[config.mk]
export PLATFORM = sky130hd
export DESIGN_NAME = gate_lockout_sup
export DESIGN_NICKNAME = d
export VERILOG_FILES = /design/src/rtl/gls_pkg.sv /design/src/rtl/gls_sync.sv /design/src/rtl/gls_combine.sv /design/src/rtl/gls_flag.sv /design/src/rtl/gate_lockout_sup.sv
export SDC_FILE = /design/constraint.sdc
export NUM_CORES = 1
export LEC_CHECK = 0
export BUFFER_PORTS_ARGS = -buffer_cell sky130_fd_sc_hd__buf_2
export CAP_MARGIN = 20
export CORE_AREA = 2 2 39 41
export DETAILED_ROUTE_END_ITERATION = 10
export DIE_AREA = 0 0 41 43
export SLEW_MARGIN = 20
export SYNTH_ARGS = -nofsm -noshare
export SYNTH_HDL_FRONTEND = slang
export SYNTH_HIERARCHICAL = 1
export SYNTH_SLANG_ARGS = --single-unit
[constraint.sdc]
create_clock -name clk -period 4.65 [get_ports clk]
set_input_delay 0.465 -clock clk [delete_from_list [all_inputs] [get_ports clk]]
set_output_delay 0.465 -clock clk [all_outputs]
set_load 0.005 [all_outputs]
[src/rtl/gls_pkg.sv]
package gls_pkg;
  localparam int unsigned NCH_DEF   = 4;
  localparam int unsigned SYNC_DEF  = 2;

  typedef enum logic [0:0] {
    FLAG_IDLE = 1'b0,
    FLAG_HELD = 1'b1
  } flag_state_e;
endpackage

[src/rtl/gls_sync.sv]
module gls_sync #(
  parameter int unsigned WIDTH  = 2,
  parameter int unsigned STAGES = 2
) (
  input  logic             clk,
  input  logic             rst_n,
  input  logic [WIDTH-1:0] d,
  output logic [WIDTH-1:0] q
);
  localparam int unsigned LAST = STAGES - 1;

  genvar b;
  generate
    for (b = 0; b < WIDTH; b++) begin : g_bit
      logic [STAGES-1:0] chain;
      always_ff @(posedge clk or negedge rst_n) begin
        if (!rst_n) chain <= '0;
        else if (STAGES == 1) chain <= d[b];
        else chain <= {chain[STAGES-2:0], d[b]};
      end
      assign q[b] = chain[LAST];
    end
  endgenerate
endmodule

[src/rtl/gls_combine.sv]
module gls_combine #(
  parameter int unsigned NCH = 4
) (
  input  logic           rst_n,
  input  logic           bat_flt,
  input  logic [NCH-1:0] ser_ctrl,
  input  logic [NCH-1:0] par_in,
  output logic [NCH-1:0] gate_cmd
);
  genvar c;
  generate
    for (c = 0; c < NCH; c++) begin : g_ch
      logic want;
      assign want        = ser_ctrl[c] | par_in[c];
      assign gate_cmd[c] = want & ~bat_flt & rst_n;
    end
  endgenerate
endmodule

[src/rtl/gls_flag.sv]
module gls_flag
  import gls_pkg::*;
#(
  parameter int unsigned NCH = 4
) (
  input  logic           clk,
  input  logic           rst_n,
  input  logic           bat_flt,
  input  logic [NCH-1:0] load_flt,
  input  logic           cs_fall,
  output logic           flag_oe_n
);
  flag_state_e st_q, st_d;
  logic        fault_now;

  assign fault_now = bat_flt | (|load_flt);

  always_comb begin
    st_d = st_q;
    if (fault_now)    st_d = FLAG_HELD;
    else if (cs_fall) st_d = FLAG_IDLE;
  end

  always_ff @(posedge clk or negedge rst_n) begin
    if (!rst_n) st_q <= FLAG_IDLE;
    else        st_q <= st_d;
  end

  assign flag_oe_n = ~(rst_n & (fault_now | (st_q == FLAG_HELD)));
endmodule

[src/rtl/gate_lockout_sup.sv]
module gate_lockout_sup
  import gls_pkg::*;
#(
  parameter int unsigned NCH         = NCH_DEF,
  parameter int unsigned SYNC_STAGES = SYNC_DEF
) (
  input  logic           clk,
  input  logic           rst_n,
  input  logic [NCH-1:0] ser_ctrl,
  input  logic [NCH-1:0] par_in,
  input  logic           ov_in,
  input  logic           uv_in,
  input  logic [NCH-1:0] load_flt,
  input  logic           cs_fall,
  output logic [NCH-1:0] gate_cmd,
  output logic           suppress,
  output logic           flag_oe_n
);
  logic [1:0] bat_raw, bat_sync;
  logic       bat_flt;

  assign bat_raw = {uv_in, ov_in};

  gls_sync #(.WIDTH(2), .STAGES(SYNC_STAGES)) u_sync (
    .clk(clk), .rst_n(rst_n), .d(bat_raw), .q(bat_sync)
  );

  assign bat_flt  = |bat_sync;
  assign suppress = bat_flt;

  gls_combine #(.NCH(NCH)) u_comb (
    .rst_n(rst_n), .bat_flt(bat_flt), .ser_ctrl(ser_ctrl),
    .par_in(par_in), .gate_cmd(gate_cmd)
  );

  gls_flag #(.NCH(NCH)) u_flag (
    .clk(clk), .rst_n(rst_n), .bat_flt(bat_flt), .load_flt(load_flt),
    .cs_fall(cs_fall), .flag_oe_n(flag_oe_n)
  );
endmodule

After elaboration in Yosys (flattened, before gate mapping)
Cells that the tools add are included. W data, S select, Z words.

Bits in registers: 5. Input bits: 17. Output and inout port bits: 6. Logic and storage cells: 25.

Multiplexer cells: 2. Bitwise logic cells: 17. Reduce and logical (&&, ||, !) cells: 3.

Operators by type and width (count): $and A1 B1 Y1 (9); $or A1 B1 Y1 (6); $reduce_or A4 Y1 (1); $mux W1 (2); $not A1 Y1 (2); $reduce_bool A2 Y1 (1); $reduce_or A2 Y1 (1).

Depth between registers and ports, before layout
Gate-level depths: netlist (run 1).

Depth in word-level cells: 5. Gate-level depth with buffers: 4. Mapped depth without buffers: 3.

Modules after synthesis
Netlist (run 1), hierarchy kept.

Modules (own cells, without submodules): gls_sync (instances 1, cells an instance 6, area each 115.1 µm², sequential area each 100.1 µm²); gls_flag (instances 1, cells an instance 5, area each 56.3 µm², sequential area each 25.0 µm²); gls_combine (instances 1, cells an instance 9, area each 43.8 µm², sequential area each 0.0 µm²); gate_lockout_sup (instances 1, cells an instance 1, area each 6.3 µm², sequential area each 0.0 µm²).

Worst setup path before layout (run 1)
OpenSTA, ideal clock, no wires.

Kind: register -> output. Start: register u_sync.g_bit[1].chain[1]. End: output port flag_oe_n. Arrival time: 1466 ps. Required time: 4185 ps. Slack: 2719 ps. Stages on the path, launching flop included: 5. Path buffers: 1. Path through: dfrtp_1 -> buf_4 -> or2_1 -> or4_4 -> o31ai_1.

Cells in the longest elaborated chain, start to end: 5.

RTL lines: start, declared (line gls_sync.sv:15) `logic [STAGES-1:0] chain;`; start signal, assigned (line gls_sync.sv:18) `else if (STAGES == 1) chain <= d[b];`; start signal, assigned (line gls_sync.sv:19) `else chain <= {chain[STAGES-2:0], d[b]};`; $reduce_or A2 Y1 (line gate_lockout_sup.sv:28) `assign bat_flt = |bat_sync;`; via suppress (line gate_lockout_sup.sv:16) `output logic suppress,`; $or A1 B1 Y1 (line gls_flag.sv:16) `assign fault_now = bat_flt | (|load_flt);`; $or A1 B1 Y1 (line gls_flag.sv:29) `assign flag_oe_n = ~(rst_n & (fault_now | (st_q == FLAG_HELD)));`; $and A1 B1 Y1 (line gls_flag.sv:29); $not A1 Y1 (line gls_flag.sv:29); end, declared (line gate_lockout_sup.sv:17) `output logic flag_oe_n`.

The timed path passes the listed nets, and every way through them passes these cells.

Worst setup path after layout (run 1)
Start: register u_sync.g_bit[1].chain[1]. End: output port flag_oe_n.

Cells in the longest elaborated chain, start to end: 5.

RTL lines (line): $reduce_or A2 Y1 (gate_lockout_sup.sv:28); $or A1 B1 Y1 (gls_flag.sv:16); $or A1 B1 Y1 (gls_flag.sv:29); $and A1 B1 Y1 (gls_flag.sv:29); $not A1 Y1 (gls_flag.sv:29).

Every way passes these cells.

==> report_table.html, run 1 <==
<table>
<tr><th>Metric</th><th>Value</th></tr>
<tr><th colspan="2">Power</th></tr>
<tr><td>Leakage</td><td>between 0.15 and 0.2 nW</td></tr>
<tr><td>Share of total power in the clock network</td><td>0.447</td></tr>
<tr><td>Flop pwr share</td><td>0.427</td></tr>
<tr><td>Total net switching power</td><td>around 0.000022 W</td></tr>
<tr><td>Part of the total power dissipated in combinational logic</td><td>0.126</td></tr>
<tr><td>Worst-case vdd ir drop</td><td>0.000142 V</td></tr>
<tr><td>Power density relative to cell area</td><td>around 300 nW/um2</td></tr>
<tr><td>Switching fraction of total power</td><td>0.202</td></tr>
<tr><td>Internal power consumption</td><td>0.0000858 W</td></tr>
<tr><th colspan="2">Critical path</th></tr>
<tr><td>Setup Crit Path Kind</td><td>flop to output pin</td></tr>
<tr><td>Minimum setup slack among reg-to-reg paths</td><td>between 3 and 4 ns</td></tr>
<tr><td>Critical path capture point</td><td>flag_oe_n</td></tr>
<tr><td>Sort of element at the end of the critical path</td><td>output pin</td></tr>
<tr><td>Crit Reg-Reg Endpoint</td><td>u_flag/st_q$_DFFE_PN0P_</td></tr>
<tr><td>Type of origin of the critical path</td><td>flop</td></tr>
<tr><td>Cells on worst reg2reg path</td><td>3</td></tr>
<tr><td>Count of cell instances traversed by the critical path</td><td>4</td></tr>
<tr><td>Worst path required time</td><td>4.18 ns</td></tr>
<tr><td>Worst path bufs/invs</td><td>1</td></tr>
<tr><td>Library cell contributing the largest single delay on the critical path</td><td>or4_4</td></tr>
<tr><td>Max Fanout on Critical Path</td><td>3</td></tr>
<tr><td>Arrival time at the worst endpoint</td><td>1.70 ns</td></tr>
<tr><td>Startpoint of the worst-slack reg-to-reg timing path</td><td>u_sync/g_bit[1].chain[1]$_DFF_PN0_</td></tr>
<tr><td>Crit. Startpoint</td><td>u_sync/g_bit[1].chain[1]$_DFF_PN0_</td></tr>
<tr><td>Delay contributed by the slowest stage of the critical path</td><td>0.52 ns</td></tr>
<tr><td>Cell breakdown of the critical path</td><td>or2_1, or4_4, o31ai_1, buf_2</td></tr>
<tr><td>Delay-heaviest family, CP</td><td>simple AND/OR/NAND/NOR gates</td></tr>
<tr><th colspan="2">Global routing</th></tr>
<tr><td>Wire length of the first global-routing pass</td><td>~620 um</td></tr>
<tr><td>Aggregate global routing overflow</td><td>0</td></tr>
<tr><td>Number of global-route vias before repair</td><td>210</td></tr>
<tr><td>GRT Resource Usage Total</td><td>0.0547</td></tr>
<tr><td>Initial antenna violation count</td><td>0</td></tr>
<tr><td>Maximum number of pins on one net before global-route repair</td><td>8</td></tr>
<tr><th colspan="2">Floorplanning</th></tr>
<tr><td>Die outline width</td><td>between 40 and 50 um</td></tr>
<tr><td>DIE AREA</td><td>1760 um2</td></tr>
<tr><td>Core Footprint</td><td>roughly 1400 um2</td></tr>
<tr><td>Number of I/O pins</td><td>23</td></tr>
<tr><td>Initial core utilization</td><td>0.160</td></tr>
<tr><td>Number of cell rows</td><td>14</td></tr>
<tr><td>Vertical die dimension</td><td>roughly 43 um</td></tr>
<tr><th colspan="2">Synth</th></tr>
<tr><td>Synthesized net count</td><td>38</td></tr>
<tr><td>Sequential fraction of the synthesis area</td><td>0.565</td></tr>
<tr><td>Synthesized area divided by synthesized cell count</td><td>10.5 um2</td></tr>
<tr><td>FF+latch count, synth</td><td>5</td></tr>
<tr><td>Number of unique standard cell types used by synthesis</td><td>9</td></tr>
<tr><td>Post-synth design cell area</td><td>about 220 um2</td></tr>
<tr><td>Number of instances in the synthesized netlist</td><td>21</td></tr>
<tr><td>Number of warnings printed during yosys synthesis</td><td>6</td></tr>
<tr><th colspan="2">STA</th></tr>
<tr><td>Worst-margin pin slew</td><td>0.184 ns</td></tr>
<tr><td>Total count of hold-check failures in the final report</td><td>0</td></tr>
<tr><td>Final Skew</td><td>0.000508 ns</td></tr>
<tr><td>Maximum achievable frequency</td><td>about 460 MHz</td></tr>
<tr><td>Setup TNS</td><td>0 ns</td></tr>
<tr><td>Ratio of final minimum period to clock period</td><td>0.465</td></tr>
<tr><td>Final hold slack</td><td>roughly 0.061 ns</td></tr>
<tr><td>Unrepaired setup endpoints after global routing</td><td>false</td></tr>
<tr><td>Minimum period implied by the final worst setup slack</td><td>2.16 ns</td></tr>
<tr><td>Setup slack of the critical path after layout</td><td>2.49 ns</td></tr>
<tr><td>Final-report max-slew violation count</td><td>0</td></tr>
<tr><td>Slew HR</td><td>0.876</td></tr>
<tr><td>Count of final setup violators</td><td>0</td></tr>
<tr><th colspan="2">Drt</th></tr>
<tr><td>Residual DRC</td><td>0</td></tr>
<tr><td>Count of nets left with antenna violations after detail routing</td><td>0</td></tr>
<tr><td>Count of routing violations after the opening detailed-route iteration</td><td>1</td></tr>
<tr><td>Number of detailed-routing iterations run before antenna repair</td><td>3</td></tr>
<tr><td>Final routed wirelength across all metal layers</td><td>458 um</td></tr>
<tr><td>Vias after detailed routing</td><td>about 230</td></tr>
<tr><td>Average wire length per cell after detail routing</td><td>~7.5 um</td></tr>
<tr><td>Post-detailed-route via-to-cell ratio</td><td>around 3.7</td></tr>
<tr><th colspan="2">Placement</th></tr>
<tr><td>Final GP Congestion</td><td>about 0.64</td></tr>
<tr><td>Count of buffers from port buffering</td><td>22</td></tr>
<tr><td>Half-perimeter wire length after detailed placement</td><td>400 um</td></tr>
<tr><td>Placement Setup Slack</td><td>around 2.7 ns</td></tr>
<tr><th colspan="2">Cells and area</th></tr>
<tr><td>Layout overhead on the synthesized area</td><td>63.8%</td></tr>
<tr><td>Number of nets in the final layout</td><td>63</td></tr>
<tr><td>Fraction of layout instances using a drive strength above 1</td><td>0.600</td></tr>
<tr><td>Commonest cells after routing, fill and taps aside</td><td>buf_2, nor2_1, dfrtp_1</td></tr>
<tr><td>Commonest non-fill, non-tap cell in the layout</td><td>buf_2</td></tr>
<tr><td>N_diodes</td><td>0</td></tr>
<tr><td>Fill count</td><td>153</td></tr>
<tr><th colspan="2">Clocking</th></tr>
<tr><td># resized after CTS</td><td>0</td></tr>
<tr><td>Insertion delay to the later sink of the worst-skew pair</td><td>0.23 ns</td></tr>
<tr><td>Clock Pin Slew Worst Setup and Hold Paths</td><td>0.04 ns</td></tr>
<tr><td>Post-CTS Hold Buffers</td><td>0</td></tr>
<tr><td>Max H-tree Level</td><td>1</td></tr>
<tr><td>Post-CTS setup buffer count</td><td>0</td></tr>
<tr><td>TritonCTS clock tree</td><td>yes</td></tr>
<tr><td>Clk buf depth</td><td>2</td></tr>
<tr><td>Clock sink total</td><td>5</td></tr>
<tr><td>Root Buffer Master</td><td>clkbuf_4</td></tr>
<tr><td>Number of clock buffers inserted by TritonCTS</td><td>3</td></tr>
<tr><th colspan="2">Flow run</th></tr>
<tr><td>Max capacitance violation total</td><td>0</td></tr>
<tr><th colspan="2">Run status</th></tr>
<tr><td>Result of the run</td><td>complete, no violations</td></tr>
<tr><th colspan="2">Worst hold path</th></tr>
<tr><td>Worst min-delay path category</td><td>primary input to asynchronous set/reset pin</td></tr>
</table>
[worst reg2reg max path: cells and delay by family (launching register included)]
kind | cells | cell delay [ns]
compound gates | 1 | 0.28
simple gates | 2 | 0.77
flops | 1 | 0.35
[logic make-up after synthesis]
kind of cell / count (synthesis) / share of synthesized area
AND/OR/NAND/NOR: 11 / 0.277
flip-flops: 5 / 0.565
buffers and inverters: 3 / 0.0847
AO/OA/AOI/OAI: 2 / 0.0735
[area by class of cell]
type / instances / area (um2) / area share
well taps: 16 / 20.0 / 0.0552
multi-input cells: 13 / 77.6 / 0.214
repair buffers: 22 / 110 / 0.303
inverters: 1 / 3.75 / 0.0103
clock buffers: 4 / 26.3 / 0.0724
flip-flops and latches: 5 / 125 / 0.345
[power by group through the flow]
stage | clock network [W] | logic (W) | registers (W)
6_report | 0.0000480 | 0.0000135 | 0.0000459
2_1_floorplan | 0 | 0.00000496 | 0.0000464
4_1_cts | 0.0000506 | 0.0000139 | 0.0000459
5_1_grt | 0.0000527 | 0.0000157 | 0.0000460
3_5_place_dp | 0 | 0.0000138 | 0.0000465
3_3_place_gp | 0 | 0.0000138 | 0.0000464
[cells in the mapped netlist]
cell type / number / area [um2]
nor2_1: 8 / 30.0
dfrtp_1: 5 / 125
buf_4: 2 / 15.0
a211o_1: 1 / 8.76
inv_1: 1 / 3.75
nand2b_4: 1 / 13.8
o31ai_1: 1 / 7.51
or2_1: 1 / 6.26
or4_4: 1 / 11.3
[stage by stage]
step	util	cell area, um2	power (W)	cells
final	0.262	363	0.000107	61
after global routing	0.262	363	0.000114	61
after CTS	0.262	363	0.000110	61
after detailed placement	0.243	337	0.0000603	57
after global placement	0.243	337	0.0000602	57
after floorplan	-	221	0.0000514	21
[metal layers]
layer | global-route usage | wire, um | vias to the layer above
li1 | - | - | 114
met1 | 0.0430 | 153 | 93
met2 | 0.0906 | 210 | 19
met3 | 0.0314 | 94 | 0
met4 | 0.0400 | 0 | 0
met5 | 0 | 0 | -
[flip-flops by register name, indices dropped and copies added, names as in the netlist]
name                flops
u_sync/g_bit.chain      4
u_flag/st_q             1
[how the worst min path moves through the flow]
stage	to
after global routing	u_sync/g_bit[1].chain[0]$_DFF_PN0_
after CTS	u_sync/g_bit[1].chain[1]$_DFF_PN0_
final	u_sync/g_bit[0].chain[1]$_DFF_PN0_
after global placement	u_sync/g_bit[1].chain[0]$_DFF_PN0_
after floorplan	u_flag/st_q$_DFFE_PN0P_
after detailed placement	u_sync/g_bit[1].chain[1]$_DFF_PN0_
Note: power is estimated with default switching activity, not from simulation.
==> inputs of run 2 (changes only) <==
Settings changed: ABC_AREA set to 1.
Clock period 4.65 ns to 1.83 ns, I/O delays scaled along.
==> run 2 against run 1 <==
Cell count rose by 16%. Synthesized cell count increased by 43%. Design area is 5.9% higher. Critical path type is now primary input to output pin. Highest routed layer unchanged.
==> report_table.html, run 2 <==
<table>
<tr><th>Metric</th><th>Value</th></tr>
<tr><th colspan="2">Run status</th></tr>
<tr><td>Result of the run</td><td>complete, no violations</td></tr>
<tr><th colspan="2">Clocking</th></tr>
<tr><td>Post-CTS setup buffer count</td><td>0</td></tr>
<tr><td>Clock sink total</td><td>5</td></tr>
<tr><td>Number of clock buffers inserted by TritonCTS</td><td>3</td></tr>
<tr><td>TritonCTS clock tree</td><td>yes</td></tr>
<tr><td>Clk buf depth</td><td>2</td></tr>
<tr><td>Insertion delay to the later sink of the worst-skew pair</td><td>0.24 ns</td></tr>
<tr><td># resized after CTS</td><td>0</td></tr>
<tr><td>Root Buffer Master</td><td>clkbuf_4</td></tr>
<tr><td>Max H-tree Level</td><td>1</td></tr>
<tr><td>Clock Pin Slew Worst Setup and Hold Paths</td><td>about 0.04 ns</td></tr>
<tr><th colspan="2">Worst hold path</th></tr>
<tr><td>Worst min-delay path category</td><td>primary input to flop</td></tr>
<tr><td>Hold Startpoint</td><td>uv_in</td></tr>
<tr><td>Hold Path Stages</td><td>1</td></tr>
<tr><th colspan="2">Synth</th></tr>
<tr><td>FF+latch count, synth</td><td>5</td></tr>
<tr><td>Library cell with the highest instance count after synthesis</td><td>nor2_1</td></tr>
<tr><td>Synthesized net count</td><td>47</td></tr>
<tr><td>Synthesized area divided by synthesized cell count</td><td>7.76 um2</td></tr>
<tr><td>Number of warnings printed during yosys synthesis</td><td>6</td></tr>
<tr><td>Cell types with the largest area share after synthesis</td><td>dfrtp_1, nor2_1, inv_1</td></tr>
<tr><td>Count of flip-flops with a built-in enable after synthesis</td><td>0</td></tr>
<tr><td>Number of unique standard cell types used by synthesis</td><td>8</td></tr>
<tr><td>Synth top cells by count</td><td>nor2_1, inv_1, dfrtp_1</td></tr>
<tr><td>Post-synth design cell area</td><td>233 um2</td></tr>
<tr><td>Cell taking the most area after synthesis</td><td>dfrtp_1</td></tr>
<tr><td>Share of synthesized registers carrying an async set or reset</td><td>1.00</td></tr>
<tr><td>Proportion of netlist area held by the largest area contributor</td><td>0.538</td></tr>
<tr><td>Number of instances in the synthesized netlist</td><td>30</td></tr>
<tr><td>Main synth FF type</td><td>dfrtp_1</td></tr>
<tr><td>Sequential fraction of the synthesis area</td><td>0.538</td></tr>
<tr><th colspan="2">STA</th></tr>
<tr><td>Worst-margin pin slew</td><td>roughly 0.15 ns</td></tr>
<tr><td>Final Skew</td><td>0.00328 ns</td></tr>
<tr><td>Slew HR</td><td>0.899</td></tr>
<tr><td>Unrepaired setup endpoints after global routing</td><td>false</td></tr>
<tr><td>Minimum period implied by the final worst setup slack</td><td>1.36 ns</td></tr>
<tr><td>Final-report max-slew violation count</td><td>0</td></tr>
<tr><td>Count of final setup violators</td><td>0</td></tr>
<tr><td>Total count of hold-check failures in the final report</td><td>0</td></tr>
<tr><td>Maximum achievable frequency</td><td>735 MHz</td></tr>
<tr><td>Ratio of final minimum period to clock period</td><td>0.744</td></tr>
<tr><td>Setup TNS</td><td>0 ns</td></tr>
<tr><th colspan="2">Flow run</th></tr>
<tr><td>Max capacitance violation total</td><td>0</td></tr>
<tr><th colspan="2">Floorplanning</th></tr>
<tr><td>Vertical die dimension</td><td>43 um</td></tr>
<tr><td>Core Footprint</td><td>1380 um2</td></tr>
<tr><td>Initial core utilization</td><td>0.168</td></tr>
<tr><td>Number of cell rows</td><td>14</td></tr>
<tr><td>DIE AREA</td><td>1760 um2</td></tr>
<tr><td>Number of I/O pins</td><td>23</td></tr>
<tr><td>Die outline width</td><td>41 um</td></tr>
<tr><th colspan="2">Cells and area</th></tr>
<tr><td>Final cell count without fillers</td><td>71</td></tr>
<tr><td>Final core utilization</td><td>0.278</td></tr>
<tr><td>N_diodes</td><td>0</td></tr>
<tr><td>Layout overhead on the synthesized area</td><td>65.1%</td></tr>
<tr><td>Largest register by flop count</td><td>u_sync/g_bit.chain</td></tr>
<tr><td>Fraction of layout instances using a drive strength above 1</td><td>0.473</td></tr>
<tr><td>Number of nets in the final layout</td><td>73</td></tr>
<tr><td>Commonest non-fill, non-tap cell in the layout</td><td>buf_2</td></tr>
<tr><td>Largest registers</td><td>u_sync/g_bit.chain: 4 flops, u_flag/st_q: 1 flops</td></tr>
<tr><td>Commonest cells after routing, fill and taps aside</td><td>buf_2, nor2_1, inv_1</td></tr>
<tr><td>Fill count</td><td>147</td></tr>
<tr><td>Largest register FFs</td><td>4</td></tr>
<tr><th colspan="2">Global routing</th></tr>
<tr><td>Number of global-route vias before repair</td><td>207</td></tr>
<tr><td>GRT Resource Usage Total</td><td>0.0596</td></tr>
<tr><td>Aggregate global routing overflow</td><td>0</td></tr>
<tr><td>Initial antenna violation count</td><td>0</td></tr>
<tr><td>Maximum number of pins on one net before global-route repair</td><td>8</td></tr>
<tr><td>Wire length of the first global-routing pass</td><td>655 um</td></tr>
<tr><th colspan="2">Placement</th></tr>
<tr><td>Final GP Congestion</td><td>~0.70</td></tr>
<tr><td>Count of buffers from port buffering</td><td>22</td></tr>
<tr><td>Count of placed standard cells including taps</td><td>66</td></tr>
<tr><th colspan="2">Critical path</th></tr>
<tr><td>Minimum setup slack among reg-to-reg paths</td><td>roughly 0.9 ns</td></tr>
<tr><td>Library cell contributing the largest single delay on the critical path</td><td>dlygate4sd3_1</td></tr>
<tr><td>Delay contributed by the slowest stage of the critical path</td><td>between 0.5 and 0.6 ns</td></tr>
<tr><td>Sort of element at the end of the critical path</td><td>output pin</td></tr>
<tr><td>Cell with the most instances on the worst path</td><td>buf_2</td></tr>
<tr><td>Cells on worst reg2reg path</td><td>6</td></tr>
<tr><td>Arrival time at the worst endpoint</td><td>1.18 ns</td></tr>
<tr><td>Worst path required time</td><td>1.65 ns</td></tr>
<tr><td>Setup Crit Path Kind</td><td>primary input to output pin</td></tr>
<tr><td>Crit. Startpoint</td><td>rst_n</td></tr>
<tr><td>Type of origin of the critical path</td><td>primary input</td></tr>
<tr><td>Cell breakdown of the critical path</td><td>dlygate4sd3_1, buf_2, nand2_2, nor2_1, buf_2</td></tr>
<tr><td>Startpoint of the worst-slack reg-to-reg timing path</td><td>u_sync/g_bit[0].chain[1]$_DFF_PN0_</td></tr>
<tr><td>Max Fanout on Critical Path</td><td>7</td></tr>
<tr><th colspan="2">Power</th></tr>
<tr><td>Leakage</td><td>between 0.2 and 0.25 nW</td></tr>
<tr><td>Power density relative to cell area</td><td>717 nW/um2</td></tr>
<tr><td>Worst-case vdd ir drop</td><td>0.000343 V</td></tr>
<tr><th colspan="2">Drt</th></tr>
<tr><td>Residual DRC</td><td>0</td></tr>
<tr><td>Count of routing violations after the opening detailed-route iteration</td><td>2</td></tr>
<tr><td>Average wire length per cell after detail routing</td><td>6.69 um</td></tr>
<tr><td>Count of nets left with antenna violations after detail routing</td><td>0</td></tr>
<tr><td>Post-detailed-route via-to-cell ratio</td><td>roughly 3.6</td></tr>
<tr><td>Number of detailed-routing iterations run before antenna repair</td><td>4</td></tr>
<tr><td>Vias after detailed routing</td><td>257</td></tr>
<tr><td>Final routed wirelength across all metal layers</td><td>475 um</td></tr>
</table>
run 2: per-layer routing:
| layer | track usage | up-vias | share of wire |
|---|---|---|---|
| met1 | 0.0393 | 104 | 0.32 |
| met4 | 0.0600 | 0 | 0 |
| met2 | 0.0969 | 18 | 0.51 |
| li1 | - | 135 | - |
| met5 | 0 | - | 0 |
| met3 | 0.0366 | 0 | 0.18 |
run 2: cell type report:
type	instances	area [um2]	area share
sequential	5	125	0.326
timing repair buffer	23	120	0.313
multi-input combinational	17	70.1	0.182
clock buffer	4	26.3	0.0684
inverter	6	22.5	0.0586
tap	16	20.0	0.0521
run 2: worst paths after layout:
check | endpoint
max reg2reg | u_flag/st_q$_DFFE_PN0P_
min reg2reg | u_sync/g_bit[0].chain[1]$_DFF_PN0_
max in group asynchronous | u_flag/st_q$_DFFE_PN0P_
min | u_sync/g_bit[1].chain[0]$_DFF_PN0_
min in group asynchronous | u_sync/g_bit[0].chain[1]$_DFF_PN0_
max | gate_cmd[2]
run 2: logic make-up after synthesis:
kind of cell / share of synthesized area
simple gates: 0.280
compound gates: 0.0215
flops: 0.538
buf+inv: 0.161
run 2: stage by stage:
stage	setup WS (ns)	hold slack (ns)	cell area [um2]	total power, W
global placement	0.809	0.0193	348	0.000153
detailed placement	0.781	0.0195	348	0.000154
CTS	0.447	0.0408	384	0.000284
floorplan	0.780	-0.113	233	0.000132
global route	0.372	0.0408	384	0.000292
finish	0.469	0.0522	384	0.000275
run 2: where the power goes:
part / total, W / switching [W] / internal [W]
logic: 0.0000366 / 0.0000161 / 0.0000205
registers: 0.000116 / 0.000000907 / 0.000116
clock network: 0.000122 / 0.0000402 / 0.0000821
total: 0.000275 / 0.0000571 / 0.000218
run 2: critical path, delay by kind of cell:
family | cells | cell delay (ns)
simple gates | 2 | 0.18
buf+inv | 3 | 0.80
run 2: timing repair:
item | 4_1_cts | 5_1_grt
setup endpoints to repair | 0 | 0
endpoints found under the hold margin | 5 | 0
hold buffers | 1 | 0
==> inputs of run 3 (changes only) <==
Settings changed: ABC_AREA 1 to 0.
Clock period 1.83 ns to 1.15 ns, I/O delays scaled along.
==> run 3 against run 2 <==
The run now ends with negative setup slack left. Wire length is 7.6% higher. Global-route usage rose by 0.83 points. Non-clock buffer count increased by 5. Cell count shrank 5.6%. Setup slack worse by 1.0 ns. Worst hold slack gained 0.048 ns. Via count shrank 1.2%. Die area stayed put. Largest power group unchanged.
==> report_table.html, run 3 (same netlist as run 1, synthesis figures left out) <==
<table>
<tr><th>Metric</th><th>Value</th></tr>
<tr><th colspan="2">Run status</th></tr>
<tr><td>Result of the run</td><td>finished with violations</td></tr>
<tr><td>Failing checks</td><td>negative setup slack</td></tr>
<tr><th colspan="2">Floorplanning</th></tr>
<tr><td>Core Footprint</td><td>1380 um2</td></tr>
<tr><td>Vertical die dimension</td><td>43 um</td></tr>
<tr><td>Die outline width</td><td>41 um</td></tr>
<tr><td>DIE AREA</td><td>1760 um2</td></tr>
<tr><td>Initial core utilization</td><td>0.160</td></tr>
<tr><td>Number of cell rows</td><td>14</td></tr>
<tr><td>Number of I/O pins</td><td>23</td></tr>
<tr><th colspan="2">Placement</th></tr>
<tr><td>Placement Setup Slack</td><td>-0.292 ns</td></tr>
<tr><td>Count of buffers from port buffering</td><td>22</td></tr>
<tr><td>Count of placed standard cells including taps</td><td>58</td></tr>
<tr><td>Final GP Congestion</td><td>roughly 0.64</td></tr>
<tr><th colspan="2">Cells and area</th></tr>
<tr><td>N_diodes</td><td>0</td></tr>
<tr><td>Number of nets in the final layout</td><td>69</td></tr>
<tr><td>Fraction of layout instances using a drive strength above 1</td><td>0.667</td></tr>
<tr><td>Commonest non-fill, non-tap cell in the layout</td><td>buf_2</td></tr>
<tr><td>Largest register FFs</td><td>4</td></tr>
<tr><td>Largest register by flop count</td><td>u_sync/g_bit.chain</td></tr>
<tr><td>Largest registers</td><td>u_sync/g_bit.chain: 4 flops, u_flag/st_q: 1 flops</td></tr>
<tr><td>Layout overhead on the synthesized area</td><td>97.7%</td></tr>
<tr><td>Final cell count without fillers</td><td>67</td></tr>
<tr><td>Final core utilization</td><td>0.316</td></tr>
<tr><td>Commonest cells after routing, fill and taps aside</td><td>buf_2, nor2_1, dfrtp_1</td></tr>
<tr><td>Fill count</td><td>159</td></tr>
<tr><th colspan="2">Power</th></tr>
<tr><td>Leakage</td><td>0.235 nW</td></tr>
<tr><td>Power after layout</td><td>0.000460 W</td></tr>
<tr><td>Power density relative to cell area</td><td>around 1100 nW/um2</td></tr>
<tr><td>Worst-case vdd ir drop</td><td>~0.00057 V</td></tr>
<tr><th colspan="2">Clocking</th></tr>
<tr><td>Clock sink total</td><td>5</td></tr>
<tr><td>Clock Pin Slew Worst Setup and Hold Paths</td><td>0.04 ns</td></tr>
<tr><td>Insertion delay to the later sink of the worst-skew pair</td><td>0.24 ns</td></tr>
<tr><td>Root Buffer Master</td><td>clkbuf_4</td></tr>
<tr><td>Clk buf depth</td><td>2</td></tr>
<tr><td>Number of clock buffers inserted by TritonCTS</td><td>3</td></tr>
<tr><td>Max H-tree Level</td><td>1</td></tr>
<tr><td>TritonCTS clock tree</td><td>yes</td></tr>
<tr><th colspan="2">Global routing</th></tr>
<tr><td>GRT Resource Usage Total</td><td>0.0679</td></tr>
<tr><td>Wire length of the first global-routing pass</td><td>752 um</td></tr>
<tr><td>Initial antenna violation count</td><td>0</td></tr>
<tr><td>Number of global-route vias before repair</td><td>222</td></tr>
<tr><td>Aggregate global routing overflow</td><td>0</td></tr>
<tr><td>Maximum number of pins on one net before global-route repair</td><td>6</td></tr>
<tr><th colspan="2">STA</th></tr>
<tr><td>Ratio of final minimum period to clock period</td><td>1.47</td></tr>
<tr><td>Maximum achievable frequency</td><td>593 MHz</td></tr>
<tr><td>Final-report max-slew violation count</td><td>0</td></tr>
<tr><td>Minimum period implied by the final worst setup slack</td><td>1.69 ns</td></tr>
<tr><td>Count of final setup violators</td><td>7</td></tr>
<tr><td>Unrepaired setup endpoints after global routing</td><td>true</td></tr>
<tr><td>Final Skew</td><td>0.000623 ns</td></tr>
<tr><td>Total count of hold-check failures in the final report</td><td>0</td></tr>
<tr><td>Worst-margin pin slew</td><td>0.212 ns</td></tr>
<tr><td>Slew HR</td><td>0.858</td></tr>
<tr><td>Setup slack of the critical path after layout</td><td>-0.536 ns</td></tr>
<tr><td>Setup TNS</td><td>-2.47 ns</td></tr>
<tr><th colspan="2">Critical path</th></tr>
<tr><td>Worst path required time</td><td>1.03 ns</td></tr>
<tr><td>Setup Crit Path Kind</td><td>flop to output pin</td></tr>
<tr><td>Max Fanout on Critical Path</td><td>2</td></tr>
<tr><td>Type of origin of the critical path</td><td>flop</td></tr>
<tr><td>Sort of element at the end of the critical path</td><td>output pin</td></tr>
<tr><td>Arrival time at the worst endpoint</td><td>between 1.5 and 2 ns</td></tr>
<tr><th colspan="2">Worst hold path</th></tr>
<tr><td>Worst min-delay path category</td><td>primary input to flop</td></tr>
<tr><th colspan="2">Drt</th></tr>
<tr><td>Number of detailed-routing iterations run before antenna repair</td><td>2</td></tr>
<tr><td>Residual DRC</td><td>0</td></tr>
<tr><td>Final routed wirelength across all metal layers</td><td>a little over 500 um</td></tr>
<tr><td>Average wire length per cell after detail routing</td><td>between 7 and 8 um</td></tr>
<tr><td>Count of routing violations after the opening detailed-route iteration</td><td>1</td></tr>
<tr><td>Post-detailed-route via-to-cell ratio</td><td>3.79</td></tr>
<tr><td>Vias after detailed routing</td><td>254</td></tr>
<tr><td>Count of nets left with antenna violations after detail routing</td><td>0</td></tr>
<tr><th colspan="2">Flow run</th></tr>
<tr><td>Max capacitance violation total</td><td>0</td></tr>
</table>
## run 3: stage by stage
step / area, um2 / hold WS, ns
global route: 438 / 0.0923
detailed placement: 352 / -0.0361
floorplan: 229 / -0.181
finish: 438 / 0.100
global placement: 352 / -0.0355
CTS: 428 / 0.0955
## run 3: area by class of cell
class,count,area (um2),share of cell area
Inverter,1,3.75,0.00857
Timing Repair Buffer,28,173,0.394
Tap cell,16,20.0,0.0457
Sequential cell,5,125,0.286
Multi-Input combinational cell,13,90.1,0.206
Clock buffer,4,26.3,0.0600
## run 3: power breakdown
| group | leakage (nW) | internal [W] | total [W] | switching (W) |
|---|---|---|---|---|
| clock network | 0.0150 | 0.000131 | 0.000198 | 0.0000671 |
| registers | 0.0554 | 0.000184 | 0.000186 | 0.00000166 |
| logic | 0.164 | 0.0000490 | 0.0000764 | 0.0000274 |
## run 3: repair_timing
item | CTS | global route
endpoints found under the hold margin | 7 | 0
resized for setup | 3 | 1
endpoints found under the setup margin | 7 | 7
hold buffers | 3 | 0
cloned | 0 | 0
pin swaps | 4 | 1
setup buffers | 1 | 1
## run 3: routing by layer
metal | up-vias | global-route usage | wire length [um]
met1 | 109 | 0.0563 | 175
met3 | 0 | 0.0157 | 79
met5 | - | 0 | 0
met2 | 19 | 0.109 | 256
met4 | 0 | 0.0800 | 0
li1 | 126 | - | -
## run 3: final timing paths
kind / from / endpoint / slack [ns] / depth (start not counted)
hold / removal: load_flt[1] / u_flag/st_q$_DFFE_PN0P_ / 0.10 / 2
max in group asynchronous: rst_n / u_flag/st_q$_DFFE_PN0P_ / 0.64 / 2
hold reg to reg: u_sync/g_bit[1].chain[0]$_DFF_PN0_ / u_sync/g_bit[1].chain[1]$_DFF_PN0_ / 0.34 / 0
setup / recovery: u_sync/g_bit[1].chain[1]$_DFF_PN0_ / flag_oe_n / -0.54 / 4
min in group asynchronous: rst_n / u_sync/g_bit[0].chain[0]$_DFF_PN0_ / 0.33 / 2
setup reg to reg: u_sync/g_bit[1].chain[1]$_DFF_PN0_ / u_flag/st_q$_DFFE_PN0P_ / -0.38 / 4
## run 3: worst max-delay path, stage by stage, from the launching register on
cell	delay, ns
dfrtp_1	0.35
or2_4	0.24
or4_4	0.42
o31ai_2	0.18
buf_2	0.14
